$ cat src/rtl/csi_crop_pkg.sv
package csi_crop_pkg;

   typedef enum logic [1:0] {
      K_FS  = 2'd0,
      K_LS  = 2'd1,
      K_PIX = 2'd2,
      K_FE  = 2'd3
   } pkt_kind_t;

   localparam logic [5:0] DT_RAW10  = 6'h2B;
   localparam logic [5:0] DT_RAW12  = 6'h2C;
   localparam logic [5:0] DT_YUV_LO = 6'h18;
   localparam logic [5:0] DT_YUV_HI = 6'h1F;

   localparam int A_CTRL = 'h00;
   localparam int A_GEN  = 'h04;
   localparam int A_XWIN = 'h0C;
   localparam int A_YWIN = 'h10;
   localparam int A_SEL  = 'h1C;

   typedef struct packed {
      logic        srst;
      logic        clk_en;
      logic [3:0]  vc_en;
      logic        raw_en;
      logic        yuv_en;
      logic [15:0] xs;
      logic [15:0] xe;
      logic [15:0] ys;
      logic [15:0] ye;
      logic [3:0]  vs_sel;
      logic [3:0]  hs_sel;
   } cfg_t;

endpackage

$ cat src/rtl/csi_crop_regs.sv
module csi_crop_regs
   import csi_crop_pkg::*;
#(
   parameter int ADDR_W = 8,
   parameter int NUM_VC = 4
) (
   input  logic              clk,
   input  logic              rst_n,
   input  logic              we,
   input  logic [ADDR_W-1:0] addr,
   input  logic [31:0]       wdata,
   output logic [31:0]       rdata,
   output cfg_t              cfg
);

   localparam logic [3:0] VC_MASK = 4'((1 << NUM_VC) - 1);

   logic [1:0]  ctrl_q;
   logic [3:0]  vcen_q;
   logic [4:0]  cls_q;
   logic [31:0] xwin_q;
   logic [31:0] ywin_q;
   logic [3:0]  vssel_q;
   logic [3:0]  hssel_q;

   always_ff @(posedge clk or negedge rst_n) begin
      if (!rst_n) begin
         ctrl_q  <= '0;
         vcen_q  <= '0;
         cls_q   <= '0;
         xwin_q  <= '0;
         ywin_q  <= '0;
         vssel_q <= '0;
         hssel_q <= '0;
      end else if (we) begin
         case (addr)
            ADDR_W'(A_CTRL): ctrl_q <= wdata[1:0];
            ADDR_W'(A_GEN): begin
               vcen_q <= wdata[3:0] & VC_MASK;
               cls_q  <= wdata[20:16];
            end
            ADDR_W'(A_XWIN): xwin_q <= wdata;
            ADDR_W'(A_YWIN): ywin_q <= wdata;
            ADDR_W'(A_SEL): begin
               vssel_q <= wdata[19:16] & VC_MASK;
               hssel_q <= wdata[23:20] & VC_MASK;
            end
            default: ;
         endcase
      end
   end

   always_comb begin
      rdata = '0;
      case (addr)
         ADDR_W'(A_CTRL): rdata[1:0] = ctrl_q;
         ADDR_W'(A_GEN): begin
            rdata[3:0]   = vcen_q;
            rdata[20:16] = cls_q;
         end
         ADDR_W'(A_XWIN): rdata = xwin_q;
         ADDR_W'(A_YWIN): rdata = ywin_q;
         ADDR_W'(A_SEL): begin
            rdata[19:16] = vssel_q;
            rdata[23:20] = hssel_q;
         end
         default: rdata = '0;
      endcase
   end

   always_comb begin
      cfg.srst   = ctrl_q[0];
      cfg.clk_en = ctrl_q[1];
      cfg.vc_en  = vcen_q;
      cfg.raw_en = cls_q[0];
      cfg.yuv_en = cls_q[1];
      cfg.xs     = xwin_q[15:0];
      cfg.xe     = xwin_q[31:16];
      cfg.ys     = ywin_q[15:0];
      cfg.ye     = ywin_q[31:16];
      cfg.vs_sel = vssel_q;
      cfg.hs_sel = hssel_q;
   end

endmodule

$ cat src/rtl/csi_crop_class.sv
module csi_crop_class
   import csi_crop_pkg::*;
#(
   parameter int NUM_VC      = 4,
   parameter int VC_W        = 2,
   parameter bit YUV_SUPPORT = 1'b1
) (
   input  logic [NUM_VC-1:0] vc_en,
   input  logic [NUM_VC-1:0] vs_sel,
   input  logic [NUM_VC-1:0] hs_sel,
   input  logic              raw_en,
   input  logic              yuv_en,
   input  logic              in_valid,
   input  logic [VC_W-1:0]   in_vc,
   input  logic [5:0]        in_dt,
   input  logic [1:0]        in_kind,
   output logic              acc_fs,
   output logic              acc_ls,
   output logic              acc_pix,
   output logic              vs_hit,
   output logic              hs_hit
);

   logic [NUM_VC-1:0] vc_hit;
   logic              vc_ok;
   logic              raw_ok;
   logic              yuv_ok;
   logic              is_fs;
   logic              is_ls;
   logic              is_pix;

   for (genvar g = 0; g < NUM_VC; g++) begin : g_vc
      assign vc_hit[g] = (in_vc == VC_W'(g));
   end

   if (YUV_SUPPORT) begin : g_yuv
      assign yuv_ok = yuv_en && (in_dt >= DT_YUV_LO) && (in_dt <= DT_YUV_HI);
   end else begin : g_no_yuv
      assign yuv_ok = 1'b0;
   end

   assign raw_ok = raw_en && ((in_dt == DT_RAW10) || (in_dt == DT_RAW12));
   assign vc_ok  = |(vc_hit & vc_en);
   assign is_fs  = in_valid && (in_kind == K_FS);
   assign is_ls  = in_valid && (in_kind == K_LS);
   assign is_pix = in_valid && (in_kind == K_PIX);

   assign acc_fs  = is_fs && vc_ok;
   assign acc_ls  = is_ls && vc_ok;
   assign acc_pix = is_pix && vc_ok && (raw_ok || yuv_ok);
   assign vs_hit  = is_fs && (|(vc_hit & vs_sel));
   assign hs_hit  = is_ls && (|(vc_hit & hs_sel));

endmodule

$ cat src/rtl/csi_crop_window.sv
module csi_crop_window #(
   parameter int CW    = 16,
   parameter int PIX_W = 12
) (
   input  logic             clk,
   input  logic             rst_n,
   input  logic             run,
   input  logic             acc_fs,
   input  logic             acc_ls,
   input  logic             acc_pix,
   input  logic             vs_hit,
   input  logic             hs_hit,
   input  logic [PIX_W-1:0] in_data,
   input  logic [CW-1:0]    xs,
   input  logic [CW-1:0]    xe,
   input  logic [CW-1:0]    ys,
   input  logic [CW-1:0]    ye,
   output logic             out_valid,
   output logic [PIX_W-1:0] out_data,
   output logic             out_vs,
   output logic             out_hs
);

   logic [CW-1:0] x_q;
   logic [CW-1:0] y_q;
   logic          in_line_q;
   logic          win_hit;

   assign win_hit = in_line_q && (x_q >= xs) && (x_q <= xe) &&
                    (y_q >= ys) && (y_q <= ye);

   always_ff @(posedge clk or negedge rst_n) begin
      if (!rst_n) begin
         x_q       <= '0;
         y_q       <= '0;
         in_line_q <= 1'b0;
         out_valid <= 1'b0;
         out_data  <= '0;
         out_vs    <= 1'b0;
         out_hs    <= 1'b0;
      end else if (!run) begin
         x_q       <= '0;
         y_q       <= '0;
         in_line_q <= 1'b0;
         out_valid <= 1'b0;
         out_vs    <= 1'b0;
         out_hs    <= 1'b0;
      end else begin
         out_vs    <= vs_hit;
         out_hs    <= hs_hit;
         out_valid <= acc_pix && win_hit;
         if (acc_pix && win_hit) begin
            out_data <= in_data;
         end
         if (acc_fs) begin
            x_q       <= '0;
            y_q       <= '0;
            in_line_q <= 1'b0;
         end else if (acc_ls) begin
            x_q       <= '0;
            y_q       <= in_line_q ? y_q + 1'b1 : '0;
            in_line_q <= 1'b1;
         end else if (acc_pix && in_line_q) begin
            x_q <= x_q + 1'b1;
         end
      end
   end

endmodule

$ cat src/rtl/csi_crop.sv
module csi_crop
   import csi_crop_pkg::*;
#(
   parameter int  NUM_VC      = 4,
   parameter int  CW          = 16,
   parameter int  PIX_W       = 12,
   parameter int  ADDR_W      = 8,
   parameter bit  YUV_SUPPORT = 1'b1,
   localparam int VC_W        = $clog2(NUM_VC)
) (
   input  logic              clk,
   input  logic              rst_n,
   input  logic              reg_we,
   input  logic [ADDR_W-1:0] reg_addr,
   input  logic [31:0]       reg_wdata,
   output logic [31:0]       reg_rdata,
   input  logic              in_valid,
   input  logic [VC_W-1:0]   in_vc,
   input  logic [5:0]        in_dt,
   input  logic [1:0]        in_kind,
   input  logic [PIX_W-1:0]  in_data,
   output logic              out_valid,
   output logic [PIX_W-1:0]  out_data,
   output logic              out_vs,
   output logic              out_hs
);

   if (NUM_VC < 2 || NUM_VC > 4) begin : g_bad_vc
      $error("csi_crop: NUM_VC must be 2..4");
   end
   if (CW < 1 || CW > 16) begin : g_bad_cw
      $error("csi_crop: CW must be 1..16");
   end
   if (ADDR_W < 5) begin : g_bad_addr
      $error("csi_crop: ADDR_W must be at least 5");
   end
   if (PIX_W < 1) begin : g_bad_pix
      $error("csi_crop: PIX_W must be positive");
   end

   cfg_t cfg;
   logic run;
   logic acc_fs;
   logic acc_ls;
   logic acc_pix;
   logic vs_hit;
   logic hs_hit;

   assign run = !cfg.srst && cfg.clk_en;

   csi_crop_regs #(
      .ADDR_W (ADDR_W),
      .NUM_VC (NUM_VC)
   ) u_regs (
      .clk   (clk),
      .rst_n (rst_n),
      .we    (reg_we),
      .addr  (reg_addr),
      .wdata (reg_wdata),
      .rdata (reg_rdata),
      .cfg   (cfg)
   );

   csi_crop_class #(
      .NUM_VC      (NUM_VC),
      .VC_W        (VC_W),
      .YUV_SUPPORT (YUV_SUPPORT)
   ) u_class (
      .vc_en    (cfg.vc_en[NUM_VC-1:0]),
      .vs_sel   (cfg.vs_sel[NUM_VC-1:0]),
      .hs_sel   (cfg.hs_sel[NUM_VC-1:0]),
      .raw_en   (cfg.raw_en),
      .yuv_en   (cfg.yuv_en),
      .in_valid (in_valid),
      .in_vc    (in_vc),
      .in_dt    (in_dt),
      .in_kind  (in_kind),
      .acc_fs   (acc_fs),
      .acc_ls   (acc_ls),
      .acc_pix  (acc_pix),
      .vs_hit   (vs_hit),
      .hs_hit   (hs_hit)
   );

   csi_crop_window #(
      .CW    (CW),
      .PIX_W (PIX_W)
   ) u_win (
      .clk       (clk),
      .rst_n     (rst_n),
      .run       (run),
      .acc_fs    (acc_fs),
      .acc_ls    (acc_ls),
      .acc_pix   (acc_pix),
      .vs_hit    (vs_hit),
      .hs_hit    (hs_hit),
      .in_data   (in_data),
      .xs        (cfg.xs[CW-1:0]),
      .xe        (cfg.xe[CW-1:0]),
      .ys        (cfg.ys[CW-1:0]),
      .ye        (cfg.ye[CW-1:0]),
      .out_valid (out_valid),
      .out_data  (out_data),
      .out_vs    (out_vs),
      .out_hs    (out_hs)
   );

endmodule

$ cat config.mk
export PLATFORM = sky130hd
export DESIGN_NAME = csi_crop
export DESIGN_NICKNAME = d
export VERILOG_FILES = /design/src/rtl/csi_crop_pkg.sv /design/src/rtl/csi_crop_regs.sv /design/src/rtl/csi_crop_class.sv /design/src/rtl/csi_crop_window.sv /design/src/rtl/csi_crop.sv
export SDC_FILE = /design/constraint.sdc
export NUM_CORES = 1
export LEC_CHECK = 0
export ABC_AREA = 1
export BUFFER_PORTS_ARGS = -buffer_cell sky130_fd_sc_hd__buf_2
export CAP_MARGIN = 0
export CORE_MARGIN = 5
export CORE_UTILIZATION = 30
export DETAILED_ROUTE_END_ITERATION = 6
export SYNTH_ARGS = -nofsm -noshare
export SYNTH_HDL_FRONTEND = slang
export SYNTH_SLANG_ARGS = --single-unit
export TNS_END_PERCENT = 50
$ cat constraint.sdc
create_clock -name clk -period 2.34 [get_ports clk]
set_clock_uncertainty 0.15 [all_clocks]
set_input_delay 0.234 -clock clk [delete_from_list [all_inputs] [get_ports clk]]
set_output_delay 0.234 -clock clk [all_outputs]
set_load 0.05 [all_outputs]
# Word-level counts from Yosys, hierarchy flattened
# Index checks and enable logic that the tools add are counted.
# W data, S select, Z words.
# totals
wordCells	92
ff_bits	131
out_inout_bits	47
in_bits	66
# op_classes
n_eq_ne	13
n_lt_le_gt_ge	6
n_addsub	2
n_bitwise	3
n_mux	20
n_reduce_logical	34
# op_table
cell	n
$mux W16	8
$add A16 B1 Y16 const B	2
$ge A16 B16 Y1	2
$le A16 B16 Y1	2
$pmux W12 S2	1
$pmux W5 S4	1
$logic_and A1 B1 Y1	19
$eq A8 B5 Y1 const B	2
$pmux W8 S2	1
$and A4 B4 Y4	3
$eq A6 B6 Y1 const B	2
$reduce_and A2 Y1	6
$reduce_or A4 Y1	3
$pmux W3 S3	1
$eq A8 B3 Y1 const B	1
$eq A8 B4 Y1 const B	1
$logic_not A8 Y1	1
$pmux W2 S4	1
$eq A2 B2 Y1 const B	3
$ge A6 B5 Y1 const B	1
$le A6 B5 Y1 const B	1
$mux W1	6
$pmux W2 S3	1
$eq A2 B1 Y1 const B	2
5 further kinds	7

# Longest topological paths before layout
# depth
depth_word	10
mapped_depth	16
mapped_depth_nobuf	15

# Hierarchy
# Synthesis repeated with hierarchy kept, for this count alone.
# hier_totals
cells_unflattened	1142
hier_area_um2	8622.0
# modules_own_cells
module	n_inst	cells_per_inst	seq_area_each_um2	area_per_inst_um2
csi_crop_regs	1	529	2077.0	4236.6
csi_crop_window	1	561	1201.2	4111.4
csi_crop_class	1	50	0.0	264.0
csi_crop	1	2	0.0	10.0

# Least setup slack after synthesis
# Ideal clock, no wire load.
# synth_path
path_type	input to output
startpoint	input port reg_addr[1]
endpoint	output port reg_rdata[12]
required_ns	1.956
slack_ns	0.051
t_arrival_ns	1.905
path_buffers	2
cell_stages	6
cell_sequence	or2_1 nor2_1 nand2_1 clkbuf_1 buf_1 o22ai_1
# synth_between
elab_chain_len	2
word_cells_on_any_way	3
classes_between	2 x eq/ne; 1 x mux
# synth_lines
element	line_no	rtl
from (decl)	csi_crop.sv:14	input logic [ADDR_W-1:0] reg_addr,
$eq A8 B5 Y1 / $eq A8 B4 Y1 (equally long branches)	csi_crop_regs.sv:55	case (addr)
$pmux W12 S2 *	csi_crop_regs.sv:55	
to (decl)	csi_crop.sv:16	output logic [31:0] reg_rdata,
# Mark *: on every way between the ends. The rest lies on a longest branch, timed or not.

# Worst setup path in the final report
# layout_path
startpoint	register u_win.x_q[11]
endpoint	register u_win.out_data[3]
# layout_between
elab_chain_len	7
word_cells_on_any_way	8
classes_between	2 x order compare; 6 x reduce/logical
# layout_lines
element	line_no	rtl
from (decl)	csi_crop_window.sv:24	logic [CW-1:0] x_q;
from (signal assigned)	csi_crop_window.sv:64	x_q <= x_q + 1'b1;
$ge A16 B16 Y1	csi_crop_window.sv:29	assign win_hit = in_line_q && (x_q >= xs) && (x_q <= xe) &&
$logic_and A1 B1 Y1	csi_crop_window.sv:29	
$logic_and A1 B1 Y1 * (2 in a row)	csi_crop_window.sv:29	
$logic_and A1 B1 Y1 *	csi_crop_window.sv:30	(y_q >= ys) && (y_q <= ye);
$logic_and A1 B1 Y1 *	csi_crop_window.sv:52	if (acc_pix && win_hit) begin
$reduce_and A2 Y1 (no line) *	-	
to (signal assigned)	csi_crop_window.sv:53	out_data <= in_data;
to (decl)	csi_crop_window.sv:19	output logic [PIX_W-1:0] out_data,
# Marked as above.
# A chain may end at the register's enable or synchronous reset.

==> summary.md <==
| Metric | Value |
|---|---|
| Data required time at the worst endpoint | between 2000 and 3000 ps |
| Router iterations before antenna repair | 5 |
| Hold Fails Final Rpt | 0 |
| Post-synthesis sequential area ratio | 42.27% |
| WL/cell | about 15 um |
| Non-filler cells, final | between 1500 and 2000 |
| Hold Path End | u_regs.vcen_q[1] |
| Critical Path Start Type | register |
| Clk pwr share | between 40 and 50% |
| Clock sink count | 131 |
| WL met2 | roughly 11 mm |
| Leak Pwr | about 4.9 nW |
| Vias | approximately 7000 |
| FMAX | around 450 MHz |
| Net Count, Synth | 1126 |
| Placer Congestion | 0.8404 |
| Post-Route WL | ~22 mm |
| Design area | 9926 um2 |
| CP Launch Point | u_win.x_q[11] |
| Synth top area share | between 40% and 50% |
| R2r startpoint | u_win.x_q[11] |
| Syn avg cell area | 7.802 um2 |
| Ys Warns | 0 |
| Max Root-Sink Buffers | 2 |
| Most frequent cells in the layout | 255 x nand2_1, 152 x inv_1, 129 x dfrtp_1, 111 x buf_2, 94 x o21ai_0 |
| Arrival @ worst endpoint | about 2400 ps |
| Async set-reset flop share out of synthesis | 100.0% |
| Pre-CTS WS | -36.13 ps |
| Slew Limit Fails | 0 |
| Synth unique cells | 44 |
| Die W | 170.8 um |
| RSZ-0062 raised after global routing | yes |
| Worst skew pair latency | around 420 ps |
| CTS tree | built |
| Cell count of the worst reg-to-reg path | 8 |
| Grt total ovfl | 0 |
| Yosys reg bits | about 130 |
| Hold Slack | 13.58 ps |
| Starting Density | 30.62% |
| Hold Path Class | primary input to register |
| Status | finished clean |
| Ys flop type | dfrtp_1 |
| Initial antenna violation count | 0 |
| PD cells | between 500 and 600 nW/um2 |
| Hold Startpoint | reg_wdata[1] |
| Final worst slack | approximately 110 ps |
| Die area | between 20000 and 30000 um2 |
| Final core occ | around 39% |
| Vias in the first global route | roughly 7100 |
| Max-Cap Viols | 0 |
| Cell taking the most area after synthesis | dfrtp_1 |
| Die Y | 170.8 um |
| Layout cells sized above 1 | approximately 17% |
| Placed cell count | between 1000 and 1500 |
| Final worst-path cycle share | between 90% and 100% |
| Post-synthesis cell area | just under 8000 um2 |
| Port bufs | roughly 110 |
| # H-tree levels | 4 |
| Core Area | between 20000 and 30000 um2 |
| CP Capture Type | register |
| N_diodes | 0 |
| Antenna Violating Nets Remaining | 0 |
| 1st-iter DRT viols | between 400 and 500 |
| Worst-margin pin slew | approximately 590 ps |
| Critical path peak fanout | 12 |
| Sw frac | 26.92% |
| Commonest non-fill, non-tap cell in the layout | nand2_1 |
| Met1 WL | 10.59 mm |
| Placed cell areas | between 8000 and 9000 um2 |
| Maximum VDD drop | between 0.0004 and 0.0005 V |
| Met3 WL post-DR | between 800 and 900 um |
| DRC | 0 |
| Final min period | ~2200 ps |
| Root Buffer | clkbuf_16 |
| Area contributors post-synth | dfrtp_1 42%, nand2_1 13%, ha_1 11%, inv_1 7.4%, o21ai_0 6.1% |
| Area delta synth->final | 27.99% |
| Sw power | roughly 0.0016 W |
| Total clock buffers created by CTS | 17 |
| Largest net degree at the start of global routing | between 60 and 70 |
| I/O pins | 113 |
| Hold Crit Depth | 3 |
| Top layer used by detailed routing | met4 |
| Rel. slew slack | between 60% and 70% |
| Routed vias/inst | 4.690 |
| Final Setup Violations | 0 |
| First-pass GRT wire length | 35.90 mm |
| Seq pwr share | 40.6% |
| R2R Setup Slk | approximately 110 ps |
| Fin nets | around 1300 |
| Row count | 58 |
| EDFF count, synth | 0 |
| CP Class | register to register |
| GRT Total Usage | between 15 and 20% |
| Gate power share | about an eighth |
| Final HPWL DP | 16.46 mm |
| Synth Instances | approximately 990 |
| FF-to-FF End | u_win.out_data[3] |
| Cell internal pwr | roughly 0.0043 W |
| Reg clk slew, reported paths | ~60 ps |
==> flip-flops by register name, summed over array words and instances (netlist names) <==
| register | cells |
|---|---|
| u_win.y_q | 16 |
| u_win.out_hs | 1 |
| u_regs.ctrl_q | 2 |
| u_regs.xwin_q | 32 |
| u_win.x_q | 16 |
| u_win.out_data | 12 |
| u_regs.vcen_q | 4 |
| u_regs.hssel_q | 4 |
| u_regs.ywin_q | 32 |
| u_regs.cls_q | 5 |
| u_win.out_valid | 1 |
| u_win.out_vs | 1 |
| u_win.in_line_q | 1 |
| u_regs.vssel_q | 4 |
==> power groups by stage <==
stage / Combinational (W) / Clock [W] / Sequential [W]
after floorplan: 0.000351 / 0 / 0.00241
after global placement: 0.000603 / 0 / 0.00241
after detailed placement: 0.000614 / 0 / 0.00242
after CTS: 0.000682 / 0.00281 / 0.00238
after global routing: 0.000831 / 0.00290 / 0.00238
final: 0.000729 / 0.00275 / 0.00238
==> layout make-up <==
| type | instances | area (um2) |
|---|---|---|
| clock buffers | 22 | 484.2 |
| clock inverters | 10 | 123.9 |
| fillers | 2600 | 15400 |
| inverters | 162 | 613.1 |
| multi-input cells | 672 | 3774 |
| flip-flops and latches | 131 | 3281 |
| well taps | 330 | 412.9 |
| repair buffers | 178 | 1237 |
==> worst max path at each step <==
stage | endpoint | slack (ps) | depth (start not counted)
after floorplan | reg_rdata[12] | 50 | 6
after global placement | u_win.out_data[10] | 40 | 8
after detailed placement | u_win.out_data[7] | -40 | 8
after CTS | u_win.out_data[7] | 110 | 8
after global routing | u_win.out_data[3] | -20 | 8
final | u_win.out_data[3] | 110 | 8
==> cell usage after synthesis, types with 8 or more instances <==
library cell,count
o21ai_1,23
nand4_1,25
inv_1,152
a21oi_1,43
ha_1,66
o22ai_1,23
nor2_1,51
nand3_1,27
nor3_1,8
o21ai_0,94
dfrtp_1,131
clkbuf_1,16
nand2_1,260
==> layer usage <==
metal | track usage, % | up-vias
met3 | 3.165 | 22
met5 | 0 | -
met4 | 4.201 | 0
li1 | - | 3601
met1 | 20.69 | 3302
met2 | 25.64 | 133
==> cells by family (layout without fill, tap and decap cells) <==
family          Yosys count  count (layout)  share of synthesized area, %
fa+ha+maj                66              66                         10.65
simple gates            390             391                         21.54
flops                   131             131                         42.27
xor+xnor                  7               7                        0.7906
buf+inv                 192             372                         9.890
compound gates          208             208                         14.86
==> worst max-delay path, stage by stage (launching register included) <==
cell and delay, ps:
dfrtp_1 460, ha_1 350, nand4_1 90, nor3_1 310, nand3_1 150, nand2_2 200, buf_4 240, nand4_1 120
nand2_1 80
==> through the flow <==
stage	total power, W	TNS, ps
floorplan	0.002756	0
global placement	0.003017	0
detailed placement	0.003030	-227.9
CTS	0.005865	0
global route	0.006118	-38.99
finish	0.005855	0
==> what timing repair did <==
action                                  CTS  global route
buffers inserted                          0             7
endpoints found under the setup margin   12            13
gates cloned                              0             1
pin swaps                                 0             4
hold endpoints to repair                136             0
resized for setup                         1            12
hold buffers                             45             0
No activity file was read; power rests on OpenSTA's default activity.
